--- src/rtl/ldma_pkg.sv ---
package ldma_pkg;
  localparam int REGW = 16;

  typedef enum logic [1:0] {
    XT_VERIFY = 2'b00,
    XT_WRITE  = 2'b01,
    XT_READ   = 2'b10,
    XT_BAD    = 2'b11
  } xtype_e;

  typedef struct packed {
    logic [1:0] sel;
    logic       autoinit;
    xtype_e     xtype;
  } mode_t;

  function automatic logic [REGW-1:0] addr_next(input logic [REGW-1:0] a);
    return a + 1'b1;
  endfunction

  function automatic logic [REGW-1:0] count_next(input logic [REGW-1:0] c);
    return c - 1'b1;
  endfunction

  function automatic logic is_last(input logic [REGW-1:0] c);
    return c == '0;
  endfunction

  function automatic logic is_demand(input mode_t m);
    return m.sel == 2'b00;
  endfunction

  // bit 5 (direction) is deliberately dropped
  function automatic mode_t mode_from_byte(input logic [7:0] b);
    mode_t m;
    m.sel      = b[7:6];
    m.autoinit = b[4];
    m.xtype    = xtype_e'(b[3:2]);
    return m;
  endfunction
endpackage

--- src/rtl/ldma_chan.sv ---
module ldma_chan
  import ldma_pkg::*;
#(
  parameter int W = REGW
) (
  input  logic         clk,
  input  logic         rst_n,
  input  logic         addr_we,
  input  logic         cnt_we,
  input  logic [W-1:0] wdata,
  input  logic         mode_we,
  input  mode_t        mode_in,
  input  logic         step,
  output logic [W-1:0] cur_addr,
  output logic [W-1:0] cur_cnt,
  output mode_t        mode_q,
  output logic         tc_hit
);
  logic [W-1:0] base_addr, base_cnt;

  assign tc_hit = step && is_last(cur_cnt);

  always_ff @(posedge clk) begin
    if (!rst_n) begin
      base_addr <= '0;
      base_cnt  <= '0;
      cur_addr  <= '0;
      cur_cnt   <= '0;
      mode_q    <= '0;
    end else begin
      if (mode_we) mode_q <= mode_in;
      if (addr_we) begin
        base_addr <= wdata;
        cur_addr  <= wdata;
      end else if (step) begin
        cur_addr <= (tc_hit && mode_q.autoinit) ? base_addr : addr_next(cur_addr);
      end
      if (cnt_we) begin
        base_cnt <= wdata;
        cur_cnt  <= wdata;
      end else if (step) begin
        cur_cnt <= (tc_hit && mode_q.autoinit) ? base_cnt : count_next(cur_cnt);
      end
    end
  end
endmodule

--- src/rtl/ldma_arb.sv ---
module ldma_arb #(
  parameter int NCH = 8,
  localparam int CHW = $clog2(NCH)
) (
  input  logic [NCH-1:0] req,
  output logic           any,
  output logic [CHW-1:0] idx
);
  always_comb begin
    any = 1'b0;
    idx = '0;
    for (int i = NCH - 1; i >= 0; i--) begin
      if (req[i]) begin
        any = 1'b1;
        idx = CHW'(i);
      end
    end
  end
endmodule

--- src/rtl/ldma_seq.sv ---
module ldma_seq #(
  parameter int NCH = 8,
  localparam int CHW = $clog2(NCH)
) (
  input  logic           clk,
  input  logic           rst_n,
  input  logic           gnt_any,
  input  logic [CHW-1:0] gnt_ch,
  input  logic           xfer_ack,
  input  logic           keep,
  output logic           busy,
  output logic [CHW-1:0] sel_ch
);
  always_ff @(posedge clk) begin
    if (!rst_n) begin
      busy   <= 1'b0;
      sel_ch <= '0;
    end else if (!busy) begin
      if (gnt_any) begin
        busy   <= 1'b1;
        sel_ch <= gnt_ch;
      end
    end else if (xfer_ack && !keep) begin
      busy <= 1'b0;
    end
  end
endmodule

--- src/rtl/ldma_ctrl.sv ---
module ldma_ctrl
  import ldma_pkg::*;
#(
  parameter int NCH     = 8,
  parameter int RAW     = 6,
  parameter int CASCADE = 4,
  localparam int CHW    = $clog2(NCH),
  localparam int HALF   = NCH / 2,
  localparam int HW     = $clog2(HALF)
) (
  input  logic            clk,
  input  logic            rst_n,
  input  logic            reg_we,
  input  logic            reg_re,
  input  logic [RAW-1:0]  reg_addr,
  input  logic [REGW-1:0] reg_wdata,
  output logic [REGW-1:0] reg_rdata,
  input  logic [NCH-1:0]  dreq,
  output logic            xfer_req,
  input  logic            xfer_ack,
  output logic [CHW-1:0]  xfer_ch,
  output logic [REGW-1:0] xfer_addr,
  output logic            xfer_wide,
  output logic            xfer_rd,
  output logic            xfer_wr,
  output logic            xfer_tc
);
  localparam logic [RAW-1:0] A_CMD  = RAW'(6'h10);
  localparam logic [RAW-1:0] A_MODE = RAW'(6'h12);
  localparam logic [RAW-1:0] A_MASK = RAW'(6'h14);
  localparam logic [RAW-1:0] A_STAT = RAW'(6'h16);

  logic [REGW-1:0] cur_addr [NCH];
  logic [REGW-1:0] cur_cnt  [NCH];
  mode_t           mode_q   [NCH];
  logic [NCH-1:0]  tc_hit, step_vec, elig, mask_q, tc_bits, clr_vec;
  logic [1:0]      dis_q;
  logic            gnt_any, keep, busy, sel_single;
  logic [CHW-1:0]  gnt_ch, sel_ch;
  mode_t           mode_wr;
  logic            wr_half;

  assign wr_half = reg_addr[0];
  assign mode_wr = mode_from_byte(reg_wdata[7:0]);

  for (genvar i = 0; i < NCH; i++) begin : g_ch
    localparam int H = i / HALF;
    logic addr_we, cnt_we, mode_we;
    assign addr_we = reg_we && reg_addr == RAW'(i);
    assign cnt_we  = reg_we && reg_addr == RAW'(NCH + i);
    assign mode_we = reg_we && reg_addr == (A_MODE | RAW'(H))
                     && reg_wdata[HW-1:0] == HW'(i % HALF);
    assign step_vec[i] = busy && xfer_ack && sel_ch == CHW'(i);
    assign clr_vec[i]  = reg_re && reg_addr == (A_STAT | RAW'(H));

    if (i == CASCADE) begin : g_casc
      assign elig[i] = 1'b0;
    end else begin : g_norm
      assign elig[i] = dreq[i] && !mask_q[i] && !dis_q[H]
                       && mode_q[i].xtype != XT_BAD;
    end

    ldma_chan #(.W(REGW)) u_chan (
      .clk(clk), .rst_n(rst_n), .addr_we(addr_we), .cnt_we(cnt_we),
      .wdata(reg_wdata), .mode_we(mode_we), .mode_in(mode_wr),
      .step(step_vec[i]), .cur_addr(cur_addr[i]), .cur_cnt(cur_cnt[i]),
      .mode_q(mode_q[i]), .tc_hit(tc_hit[i])
    );
  end

  ldma_arb #(.NCH(NCH)) u_arb (.req(elig), .any(gnt_any), .idx(gnt_ch));

  assign keep = is_demand(mode_q[sel_ch]) && dreq[sel_ch] && elig[sel_ch]
                && !is_last(cur_cnt[sel_ch]);
  assign sel_single = !is_demand(mode_q[sel_ch]);

  ldma_seq #(.NCH(NCH)) u_seq (
    .clk(clk), .rst_n(rst_n), .gnt_any(gnt_any), .gnt_ch(gnt_ch),
    .xfer_ack(xfer_ack), .keep(keep), .busy(busy), .sel_ch(sel_ch)
  );

  // mask, command and status state
  always_ff @(posedge clk) begin
    if (!rst_n) begin
      mask_q  <= '1;
      dis_q   <= '0;
      tc_bits <= '0;
    end else begin
      logic [NCH-1:0] m;
      m = mask_q;
      if (reg_we && reg_addr == (A_MASK | RAW'(wr_half)))
        m[wr_half*HALF +: HALF] = reg_wdata[HALF-1:0];
      for (int i = 0; i < NCH; i++)
        if (tc_hit[i] && !mode_q[i].autoinit) m[i] = 1'b1;
      mask_q <= m;
      if (reg_we && reg_addr == (A_CMD | RAW'(wr_half)))
        dis_q[wr_half] <= reg_wdata[2];
      tc_bits <= (tc_bits & ~clr_vec) | tc_hit;
    end
  end

  always_comb begin
    reg_rdata = '0;
    case (reg_addr[RAW-1:CHW])
      0: reg_rdata = cur_addr[reg_addr[CHW-1:0]];
      1: reg_rdata = cur_cnt[reg_addr[CHW-1:0]];
      2: case (reg_addr[2:1])
           2'd0: reg_rdata[2] = dis_q[wr_half];
           2'd2: reg_rdata[HALF-1:0] = mask_q[wr_half*HALF +: HALF];
           2'd3: reg_rdata[2*HALF-1:0] = {dreq[wr_half*HALF +: HALF],
                                          tc_bits[wr_half*HALF +: HALF]};
           default: reg_rdata = '0;
         endcase
      default: reg_rdata = '0;
    endcase
  end

  assign xfer_req  = busy;
  assign xfer_ch   = sel_ch;
  assign xfer_addr = cur_addr[sel_ch];
  assign xfer_wide = sel_ch > CHW'(CASCADE);
  assign xfer_tc   = busy && is_last(cur_cnt[sel_ch]);
  assign xfer_rd   = busy && mode_q[sel_ch].xtype == XT_READ;
  assign xfer_wr   = busy && mode_q[sel_ch].xtype == XT_WRITE;
endmodule

--- config.mk ---
export PLATFORM = sky130hd
export DESIGN_NAME = ldma_ctrl
export DESIGN_NICKNAME = d
export VERILOG_FILES = /design/src/rtl/ldma_pkg.sv /design/src/rtl/ldma_chan.sv /design/src/rtl/ldma_arb.sv /design/src/rtl/ldma_seq.sv /design/src/rtl/ldma_ctrl.sv
export SDC_FILE = /design/constraint.sdc
export NUM_CORES = 2
export LEC_CHECK = 0
export BUFFER_PORTS_ARGS = -buffer_cell sky130_fd_sc_hd__buf_4
export CAP_MARGIN = 20
export CELL_PAD_IN_SITES_DETAIL_PLACEMENT = 0
export CELL_PAD_IN_SITES_GLOBAL_PLACEMENT = 2
export CORE_UTILIZATION = 39
export CTS_CLUSTER_DIAMETER = 100
export DETAILED_ROUTE_END_ITERATION = 8
export PLACE_DENSITY = 0.93
export SKIP_LAST_GASP = 1
export SLEW_MARGIN = 20
export SYNTH_ARGS = -nofsm -noshare
export SYNTH_HDL_FRONTEND = slang
export SYNTH_SLANG_ARGS = --single-unit
--- constraint.sdc ---
create_clock -name clk -period 2.8 [get_ports clk]
set_clock_uncertainty 0.1 [all_clocks]
set_input_delay 0.28 -clock clk [delete_from_list [all_inputs] [get_ports clk]]
set_output_delay 0.28 -clock clk [all_outputs]
set_load 0.1 [all_outputs]
**Word level (Yosys, flattened, before mapping)**

Index checks and enable logic that the tools add are counted.

- Input bits: 35
- Word-level logic and storage cells: 393
- Bits in registers: 574
- Output and inout port bits: 40

- Magnitude comparators: 6
- Bitwise logic cells: 7
- Add/subtract/negate cells: 17
- Shift-type cells: 5
- Reductions and logical operators: 151
- Muxes and demuxes: 95
- Equal/unequal tests: 44

Operators with widths:

| kind | count |
|---|---|
| $mux 16 | 56 |
| $bmux 16 s3 | 4 |
| $logic_not 16->1 | 9 |
| $add 16x1->16 const B | 8 |
| $sub 16x1->16 const B | 8 |
| $logic_and 1x1->1 | 92 |
| $eq 6x4->1 const B | 8 |
| $pmux 16 s3 | 1 |
| $neg 3->34 | 1 |
| $shift 4x34->8 const A | 1 |
| $shiftx 4x34->8 | 1 |
| $reduce_bool 2->1 | 16 |
| $eq 6x3->1 const B | 4 |
| $eq 6x5->1 const B | 4 |
| $shiftx 8x4->4 | 3 |
| $mux 3 | 7 |
| $logic_not 1->1 | 19 |
| $reduce_or 2->1 | 8 |
| $bmux 5 s3 | 1 |
| $mux 1 | 15 |
| $ne 2x2->1 const B | 7 |
| $eq 3x3->1 const B | 4 |
| $eq 6x2->1 const B | 2 |
| $eq 2x2->1 const B | 5 |
| other kinds (28) | 41 |

**Logic depth before layout (Yosys ltp)**

- Depth in word-level cells: 13
- Gate-level depth with buffers: 11
- Depth with buffers taken out: 8

**Hierarchy**

A second synthesis with hierarchy kept.

- Cell total of the unflattened synthesis: 3905
- Area, all modules: 35282.6 um^2

By module, submodules not included:

| module | sequential area each (um^2) | cells each | instances | area an instance (um^2) |
|---|---|---|---|---|
| ldma_chan | 1381.3 | 424 | 8 | 3753.6 |
| ldma_ctrl | 360.3 | 483 | 1 | 5012.3 |
| ldma_seq | 80.1 | 17 | 1 | 161.4 |
| ldma_arb | 0.0 | 13 | 1 | 80.1 |

**Worst setup path after synthesis**

No wires, ideal clock.

- Kind: register to output
- From: register u_seq.sel_ch[0]
- To: output port xfer_wr
- Arrival: 4.208 ns
- Setup slack: -1.788 ns
- Stages on the path, launching flop included: 6
- Cells stage by stage: dfxtp_1 -> buf_2 -> buf_1 -> mux4_2 -> mux2i_1 -> nor3_1

- Longest elaborated chain between the ends: 6

RTL lines:

| item | RTL line | text |
|---|---|---|
| from (decl) | ldma_seq.sv:12 | `output logic [CHW-1:0] sel_ch` |
| from (signal assigned) | ldma_seq.sv:21 | `sel_ch <= gnt_ch;` |
| $not 3->4 (implied by the code) | ldma_ctrl.sv:124 | `assign xfer_wr = busy && mode_q[sel_ch].xtype == XT_WRITE;` |
| $bmux 5 s3 | ldma_ctrl.sv:124 |  |
| $mux 5 (implied by the code) (2 in series) | ldma_ctrl.sv:124 |  |
| $eq 2x1->1 | ldma_ctrl.sv:124 |  |
| $logic_and 1x1->1 | ldma_ctrl.sv:124 |  |
| to (decl) | ldma_ctrl.sv:25 | `output logic xfer_wr,` |

No other way between the ends. The select of a mux whose other input is x is not followed.

**Final worst setup path**

- From: register g_ch[5].u_chan.cur_cnt[11]
- To: output port xfer_tc

- Longest elaborated chain between the ends: 5

RTL lines:

| item | RTL line | text |
|---|---|---|
| from (decl) | ldma_chan.sv:15 | `output logic [W-1:0] cur_cnt,` |
| from (signal assigned) | ldma_chan.sv:40 | `cur_cnt <= wdata;` |
| from (signal assigned) | ldma_chan.sv:42 | `cur_cnt <= (tc_hit && mode_q.autoinit) ? base_cnt : count_next(cur_cnt);` |
| $bmux 16 s3 | ldma_ctrl.sv:122 | `assign xfer_tc = busy && is_last(cur_cnt[sel_ch]);` |
| $mux 16 (implied by the code) (2 in series) | ldma_ctrl.sv:122 |  |
| $logic_not 16->1 | ldma_pkg.sv:26 | `return c == '0;` |
| $logic_and 1x1->1 | ldma_ctrl.sv:122 |  |
| to (decl) | ldma_ctrl.sv:26 | `output logic xfer_tc` |

No other way between the ends. The select of a mux whose other input is x is not followed.

==> reports/qor.csv <==
stage,metric,value,unit
outcome,status,"finished, violations left",
outcome,failing checks,"design-rule violations, negative setup slack",
setup_path,Worst EP required,2420,ps
yosys,Syn Std Cell Area,31920,um^2
global_route,vias in the first global route,30660,
finish,FILL cells,7816,
floorplanning,Core Region,80810,um^2
sta,Final WS setup,-346.5,ps
sta,f_max,317.8,MHz
yosys,Yosys cell types,92,
yosys,Yosys top cell area share,35.94,%
global_route,Tot GR Track Use,33.13,%
setup_path,worst reg2reg path startpoint,u_seq.sel_ch[1]$_SDFFE_PN0P_,
flow_run,max cap viols,0,
drt,routed vias,33730,
yosys,ys flop type,dfxtp_1,
floorplanning,die width,288.1,um
clock_network,CTS Sinks,573,
sta,hold slack,17.60,ps
setup_path,worst reg-to-reg setup slack,30,ps
sta,Max transition margin,41.27,%
yosys,dominant cell type by area after synthesis,dfxtp_1,
clock_network,CTS Buffer Depth,3,
setup_path,startpoint class of the critical path,flop,
yosys,Yosys reg bits,573,
setup_path,Top delay family on crit path,simple AND/OR/NAND/NOR gates,
setup_path,CP Class,flop to primary output,
setup_path,arrival time at the worst endpoint,2770,ps
clock_network,CTS Buf Count,68,
setup_path,cells on worst reg2reg path,9,
floorplanning,Initial Util,39.50,%
drt,antenna-violating nets left,0,
sta,min Tclk post-route,3147,ps
finish,Final Util,48.18,%
floorplanning,num rows,104,
yosys,Synth Net Count,4067,
yosys,Ys Warns,0,
drt,number of vias per cell,6.341,
setup_path,CP cell instances,or4_1 -> nor3_2 -> a221o_1 -> o211a_1 -> o32ai_4 -> nor2_4 -> buf_12,
drt,wire per inst,26.36,um
sta,Tightest Pin Transition,878.9,ps
setup_path,crit end category,primary output,
setup_path,Critical R2R Capture,g_ch[7].u_chan.cur_addr[8]$_SDFFE_PN0P_,
sta,post-route clock period utilization,112.4,%
placed_design,port bufs,74,
clock_network,clock root buffer,clkbuf_16,
drt,1st-iter DRT viols,5342,
sta,RSZ-0062 raised after global routing,yes,
setup_path,number of buffer and inverter stages on the critical path,1,
clock_network,H-tree levels,3,
clock_network,clk slew on worst S/H paths,60,ps
drt,DRC,14,
placed_design,DPL Wire Length,97.45,mm
pwr,Peak VDD IR,0.4284,mV
floorplanning,Die Ht,288.1,um
sta,"Setup violations, final",10,
floorplanning,# IOs,75,
setup_path,Crit path largest cell delay,640,ps
setup_path,"Slowest-stage cell, CP",or4_1,
yosys,syn_area_per_cell,7.948,um^2
finish,fin nets,4253,
hold_path,Hold Path Depth,4,
hold_path,hold endpoint,u_seq.sel_ch[0]$_SDFFE_PN0P_,
yosys,synthesized instance count,4016,
finish,fraction of layout instances using a drive strength above 1,19.78,%
hold_path,worst hold start,dreq[1],
hold_path,Worst Hold Class,input pin to flop,
global_route,antenna violations before repair,4,
setup_path,Critical Path Source,g_ch[5].u_chan.cur_cnt[11]$_SDFFE_PN0P_,
yosys,Post-synth EDFFs,0,
placed_design,Placer Congestion,1.069,
yosys,"Seq/Total Area, Yosys",35.94,%
sta,Final Hold Viols,0,
clock_network,CTS tree,done,
setup_path,CP max FO,4,
clock_network,clock latency on the worst-skew pair,640,ps
global_route,total gr overflow,0,
pwr,Leakage Power,13.67,nW
finish,Syn-to-layout area delta,21.97,%
global_route,pin count of the biggest net entering global routing,57,
global_route,first-pass GRT wire length,205.4,mm
yosys,asr flop ratio synth,0,%
floorplanning,total die area,83000,um^2
sta,Slew Limit Fails,0,
drt,final WL,140.2,mm
pwr,PD cells,486.8,nW/um^2
yosys,largest cells by area after synthesis,"dfxtp_1 36%, nand2_1 10%, mux4_2 7.4%, a21oi_1 7.2%, clkbuf_1 3.0%",
drt,Pre-antenna DRT Iters,8,
[per-stage QoR]
step           setup WS, ps  area (um^2)  std cells  setup TNS [ps]  power, mW
2_1_floorplan        -37.97        32120       4016          -37.97      9.140
3_3_place_gp         -185.8        35550       5157          -185.8      9.757
3_5_place_dp         -192.9        35550       5157          -192.9      9.755
4_1_cts              -331.0        38710       5311          -810.4      18.99
5_1_grt              -373.1        38930       5316          -753.2      19.41
6_report             -346.5        38930       5319          -701.7      18.95
[routing by layer]
layer	wire length (um)	vias to the layer above	track usage, %
li1	-	15010	-
met1	56430	16190	44.71
met2	59190	2120	48.91
met3	16550	409	8.082
met4	8050	0	16.88
met5	0	-	0
[report_power, final]
part           switching, mW  internal [mW]
Sequential            0.0530           8.19
Combinational          0.990          0.449
Clock                   3.81           5.46
Total                   4.85           14.1
[synthesized netlist by cell type (41+ instances only)]
library cell,n
a31oi_1,96
xor2_1,56
buf_2,48
nor3_1,76
nand3_1,138
a21oi_1,462
nor2_1,222
o211ai_1,84
mux2_2,44
o22ai_1,58
nor4_1,42
inv_1,41
clkbuf_1,255
mux2i_1,65
o21ai_0,191
nand4_1,47
xnor2_1,57
mux4_2,105
dfxtp_1,573
nand2_1,859
[placed cells by master, fill, tap and decap left out, types with 14 or more instances in the layout]
cell | synthesis | final
or3_1 | 31 | 31
o22ai_1 | 58 | 56
dfxtp_2 | 0 | 23
nor4_1 | 42 | 39
xnor2_1 | 57 | 57
a22oi_1 | 23 | 23
and4_1 | 20 | 19
nor3_1 | 76 | 68
nand4_1 | 47 | 47
o32ai_1 | 21 | 20
buf_4 | 3 | 348
o221ai_1 | 15 | 15
o21ai_0 | 191 | 177
nand3_1 | 138 | 138
mux2i_1 | 65 | 55
o211ai_1 | 84 | 84
or4_1 | 24 | 21
nor2b_1 | 19 | 17
a21oi_1 | 462 | 458
mux2_4 | 1 | 14
a211o_1 | 16 | 16
clkbuf_1 | 255 | 19
a31oi_1 | 96 | 96
o21a_1 | 23 | 23
buf_6 | 6 | 30
buf_12 | 1 | 48
clkbuf_16 | 0 | 71
nand2b_1 | 17 | 16
nand2_1 | 859 | 859
xor2_1 | 56 | 56
ha_1 | 16 | 16
inv_1 | 41 | 41
nor2_1 | 222 | 205
dfxtp_1 | 573 | 547
mux2_2 | 44 | 31
a211oi_1 | 21 | 21
and3_1 | 28 | 26
mux4_2 | 105 | 105
[sequential cells by signal, summed over array words and instances (netlist names)]
| name | flops |
|---|---|
| g_ch.u_chan.base_addr | 128 |
| g_ch.u_chan.base_cnt | 128 |
| g_ch.u_chan.cur_addr | 128 |
| g_ch.u_chan.cur_cnt | 128 |
| g_ch.u_chan.mode_q | 39 |
| mask_q | 8 |
| tc_bits | 8 |
| u_seq.sel_ch | 3 |
| dis_q | 2 |
| u_seq.busy | 1 |
[logic make-up (layout without fill, tap and decap cells)]
family | after synthesis | after routing | synth area share [%]
AOI/OAI and AO/OA | 1130 | 1130 | 21.52
xor gates and xnor gates | 113 | 113 | 3.101
adders and majority gates | 16 | 16 | 0.6271
buffers and inverters | 374 | 614 | 4.813
DFF | 573 | 573 | 35.94
muxes | 217 | 217 | 11.16
other | 0 | 3 | 0
and+or+nand+nor | 1593 | 1593 | 22.84
[what timing repair did]
item | in CTS | in global routing
setup buffers | 18 | 5
pin swaps | 13 | 8
endpoints found under the hold margin | 59 | 0
resized for setup | 150 | 45
hold buffers | 12 | 0
gates cloned | 3 | 1
endpoints found under the setup margin | 34 | 55
[area by class of cell]
cell class / count / area [um^2] / share of cell area, %
inverters: 43 / 168.9 / 0.4338
clock inverters: 24 / 299.0 / 0.7680
well taps: 1060 / 1326 / 3.406
repair buffers: 447 / 4192 / 10.77
clock buffers: 100 / 1974 / 5.071
multi-input cells: 3069 / 19460 / 49.97
flip-flops and latches: 573 / 11510 / 29.56
diodes: 3 / 7.507 / 0.01928
[tightest hold or removal path: cells and delay by family]
family | cells | cell delay [ps]
AOI/OAI and AO/OA | 2 | 190
buffers and inverters | 1 | 130
and+or+nand+nor | 1 | 100
[worst max-delay path by stage]
stage	slack (ps)	cells after the start	end
detailed placement	-190	8	reg_rdata[2]
global placement	-190	8	reg_rdata[2]
global route	-370	8	xfer_tc
finish	-350	7	xfer_tc
CTS	-330	7	xfer_tc
floorplan	-40	5	xfer_wr
Power figures use the tool's default switching activity.
